File: config.mk
export PLATFORM = sky130hd
export DESIGN_NAME = smm_ram_guard
export DESIGN_NICKNAME = d
export VERILOG_FILES = /design/src/rtl/smm_guard_pkg.sv /design/src/rtl/smm_ctl_reg.sv /design/src/rtl/smm_access_decide.sv /design/src/rtl/smm_ram_guard.sv
export SDC_FILE = /design/constraint.sdc
export NUM_CORES = 1
export LEC_CHECK = 0
export BUFFER_PORTS_ARGS = -buffer_cell sky130_fd_sc_hd__buf_2
export CELL_PAD_IN_SITES_DETAIL_PLACEMENT = 2
export CELL_PAD_IN_SITES_GLOBAL_PLACEMENT = 2
export CORE_MARGIN = 3
export CORE_UTILIZATION = 14
export DETAILED_ROUTE_END_ITERATION = 6
export MAX_ROUTING_LAYER = met4
export PLACE_DENSITY_LB_ADDON = 0.25
export SLEW_MARGIN = 5
export SYNTH_ARGS = -nofsm -noshare
export SYNTH_HDL_FRONTEND = slang
export SYNTH_SLANG_ARGS = --single-unit
export TNS_END_PERCENT = 10
File: constraint.sdc
create_clock -name clk -period 0.9 [get_ports clk]
set_input_delay 0.18 -clock clk [delete_from_list [all_inputs] [get_ports clk]]
set_output_delay 0.18 -clock clk [all_outputs]
set_load 0.005 [all_outputs]
File: src/rtl/smm_guard_pkg.sv
package smm_guard_pkg;
  localparam int REG_W     = 8;
  localparam int SEG_W     = 3;
  localparam int B_RSVD    = 7;
  localparam int B_OPEN    = 6;
  localparam int B_CLOSE   = 5;
  localparam int B_LOCK    = 4;
  localparam int B_GEN     = 3;
  localparam logic [SEG_W-1:0] SEG_FIXED = 3'b010;

  typedef struct packed {
    logic open;
    logic close;
    logic lock;
    logic gen;
  } smm_ctl_t;
endpackage

File: src/rtl/smm_ctl_reg.sv
module smm_ctl_reg
  import smm_guard_pkg::*;
#(
  parameter int W = REG_W
) (
  input  logic         clk,
  input  logic         rst,
  input  logic         wr_en,
  input  logic [W-1:0] wr_data,
  output smm_ctl_t     ctl,
  output logic [W-1:0] rd_data
);
  smm_ctl_t cur;

  always_ff @(posedge clk) begin
    if (rst) begin
      cur <= '0;
    end else if (wr_en) begin
      cur.close <= wr_data[B_CLOSE];
      if (!cur.lock) begin
        cur.gen  <= wr_data[B_GEN];
        cur.open <= wr_data[B_LOCK] ? 1'b0 : wr_data[B_OPEN];
        cur.lock <= wr_data[B_LOCK];
      end
    end
  end

  always_comb begin
    rd_data           = '0;
    rd_data[B_RSVD]   = 1'b0;
    rd_data[B_OPEN]   = cur.open;
    rd_data[B_CLOSE]  = cur.close;
    rd_data[B_LOCK]   = cur.lock;
    rd_data[B_GEN]    = cur.gen;
    rd_data[SEG_W-1:0] = SEG_FIXED;
  end

  assign ctl = cur;
endmodule

File: src/rtl/smm_access_decide.sv
module smm_access_decide
  import smm_guard_pkg::*;
(
  input  logic     clk,
  input  logic     rst,
  input  smm_ctl_t ctl,
  input  logic     smm_active,
  input  logic     ref_is_code,
  input  logic     in_region,
  output logic     grant
);
  logic eff_open, data_blocked, allow;

  always_comb begin
    eff_open     = ctl.open & ~ctl.lock;
    data_blocked = ctl.close & ~ref_is_code;
    allow        = in_region & ctl.gen & (smm_active | eff_open) & ~data_blocked;
  end

  always_ff @(posedge clk) begin
    if (rst) grant <= 1'b0;
    else     grant <= allow;
  end
endmodule

File: src/rtl/smm_ram_guard.sv
module smm_ram_guard
  import smm_guard_pkg::*;
(
  input  logic             clk,
  input  logic             rst,
  input  logic             wr_en,
  input  logic [REG_W-1:0] wr_data,
  output logic [REG_W-1:0] rd_data,
  input  logic             smm_active,
  input  logic             ref_is_code,
  input  logic             in_region,
  output logic             grant
);
  smm_ctl_t ctl;

  smm_ctl_reg #(.W(REG_W)) u_reg (
    .clk(clk), .rst(rst), .wr_en(wr_en), .wr_data(wr_data),
    .ctl(ctl), .rd_data(rd_data)
  );

  smm_access_decide u_dec (
    .clk(clk), .rst(rst), .ctl(ctl), .smm_active(smm_active),
    .ref_is_code(ref_is_code), .in_region(in_region), .grant(grant)
  );
endmodule

==> results.txt <==
Clock buffer count from CTS: 3
Yosys warns: 0
# diodes: 0
Initial Util: 16.2%
CP peak stage delay: 0.35 ns
CTS sink cnt: 5
Skew final: 0.00223 ns
NumNets Final: 58
Status: finished clean
Cells after synthesis: 27
VDD IR-drop max: 0.477 mV
GRT Total Usage: 7.56%
IO Count: 23
1st-iter DRT viols: 1
Row cnt: 13
#FFs+latches synth: 5
Layout cells sized above 1: 48.8%
Post-route setup slack: 0.0186 ns
Overflow after GRT: 0
Placed cell areas: 295 sq um
Number of detailed-route iterations in the first pass: 2
Post-synth top area cell: dfxtp_1
H-Tree Depth: 1
Post-route cell area: 327 sq um
Crit path max-delay family: flip-flops
CP cell instances: buf_2
Final Max Tran Viols: 0
PD cells: 1760 nW/um^2
R2R setup slack: 0.10 ns
CP Max Fanout: 5
Cell Area, Synth: 229 sq um
Part of the cycle the worst path needs: 97.9%
Max Root-Sink Buffers: 2
Routed Wire Length: 652 um
Post-CTS Setup Bufs: 0
CTS tree: yes
Crit path launch type: flop
Hold slack final: 0.155 ns
Final Hold Fails: 0
Port-buffer cells: 14
RSZ-0062 raised after global routing: true
Synth Area per Inst: 8.48 sq um
Initial antenna violation count: 0
Via Count: 224
Register area share after synthesis: 43.7%
Post-route ant nets: 0
Static Leak: 0.168 nW
Critical path class: reg -> out
CP bufs+invs: 1
Core area: 1420 sq um
Post-placement worst setup slack: 0.0732 ns
Reg clk slew, reported paths: 0.05 ns
Die Y: 46.4 um
# setup viols final: 0
Final period demand of the worst path: 0.881 ns
Finished Layout Cells: 58
First-pass GRT wire length: 1040 um
MaxCap Viol Count: 0
Synth-to-layout area growth: 42.6%
# fillers: 177
Vias per cell: 3.86
Synth top area share: 43.7%
Hold Path Class: in -> reg
Die Area: 2160 sq um
Largest net degree at the start of global routing: 6
Synth cell types: 12
Req. time, crit path: 0.72 ns
Placer Congestion: 0.614
Worst setup EP type: output port
Dpl cells: 54
DR WL/cell: 11.2 um
Fmax: 1.13 GHz
Ranking of synthesized cells by area: dfxtp_1, buf_4, a21oi_1
Root Buffer: clkbuf_4
Vias in the first global route: 250
DP HPWL: 541 um
Drt drc: 0
Skew-Pair Late Insertion Delay: 0.24 ns
Slowest CP cell: dfxtp_2
Chip width: 46.4 um
Power, Total: 0.000575 W
Crit path DAT: 0.70 ns
[cell usage after synthesis, drive strengths merged]
| cell | n |
|---|---|
| a21oi | 4 |
| nor2 | 4 |
| inv | 1 |
| nand3 | 1 |
| nand2 | 1 |
| and4bb | 1 |
| conb | 2 |
| buf | 4 |
| dfxtp | 5 |
| nand4b | 1 |
| mux2i | 1 |
| nand2b | 2 |
[cells by family after synthesis]
kind of cell | count (synthesis) | share of synthesized area, %
compound gates | 4 | 8.74
buf+inv | 5 | 14.8
flops | 5 | 43.7
mux | 1 | 4.37
other cells | 2 | 3.28
simple gates | 10 | 25.1
[flip-flops by register name, summed over array words and instances, names as in the netlist]
register and flops:
u_reg.ctl 4, u_dec.grant 1
[worst reg2reg max path, stage by stage (launching register included)]
cell and delay, ns:
dfxtp_2 0.35, and4bb_1 0.19, a21oi_1 0.11, nor2_1 0.05
[cell usage in the layout (no fill, tap or decap)]
| cell type | n |
|---|---|
| a21oi_1 | 4 |
| and4bb_1 | 1 |
| buf_2 | 14 |
| clkbuf_1 | 1 |
| clkbuf_4 | 3 |
| conb_1 | 4 |
| dfxtp_1 | 1 |
| dfxtp_2 | 4 |
| inv_1 | 1 |
| mux2i_1 | 1 |
| nand2_1 | 1 |
| nand2b_1 | 2 |
| nand3_1 | 1 |
| nand4b_1 | 1 |
| nor2_1 | 4 |
[where the power goes]
group          switching, W  internal (W)
Combinational     0.0000324     0.0000348
Sequential       0.00000794      0.000235
Clock             0.0000974      0.000168
[final timing paths]
kind,start,endpoint,depth (start not counted)
hold reg to reg,u_reg.ctl[0]$_SDFFE_PP0P_,u_reg.ctl[0]$_SDFFE_PP0P_,2
setup reg to reg,u_reg.ctl[1]$_SDFFE_PP0P_,u_reg.ctl[3]$_SDFFE_PP0P_,3
hold / removal,rst,u_reg.ctl[0]$_SDFFE_PP0P_,2
setup / recovery,u_reg.ctl[1]$_SDFFE_PP0P_,rd_data[4],1
[routing by layer]
layer / track usage [%] / part of all wire (%)
met2: 13.5 / 58
met4: 6.82 / 1.8
met5: - / 0
met3: 2.34 / 9.0
met1: 5.99 / 31
[metrics by stage]
step	util (%)	setup TNS, ns
6_report	23.1	0
5_1_grt	23.1	-0.0127
4_1_cts	23.0	0
3_5_place_dp	20.9	0
3_3_place_gp	20.9	0
2_1_floorplan	-	0
[final cells by class]
class	instances	area [sq um]	area share, %
clock buffers	4	26.3	8.05
inverters	1	3.75	1.15
multi-input cells	19	103	31.4
flip-flops and latches	5	105	32.2
well taps	15	18.8	5.75
repair buffers	14	70.1	21.5
[repair_timing]
item	CTS	global route
hold buffers	0	0
endpoints found under the setup margin	3	2
gates cloned	0	0
pin swaps	0	0
resized for setup	3	1
Power figures use the tool's default switching activity.
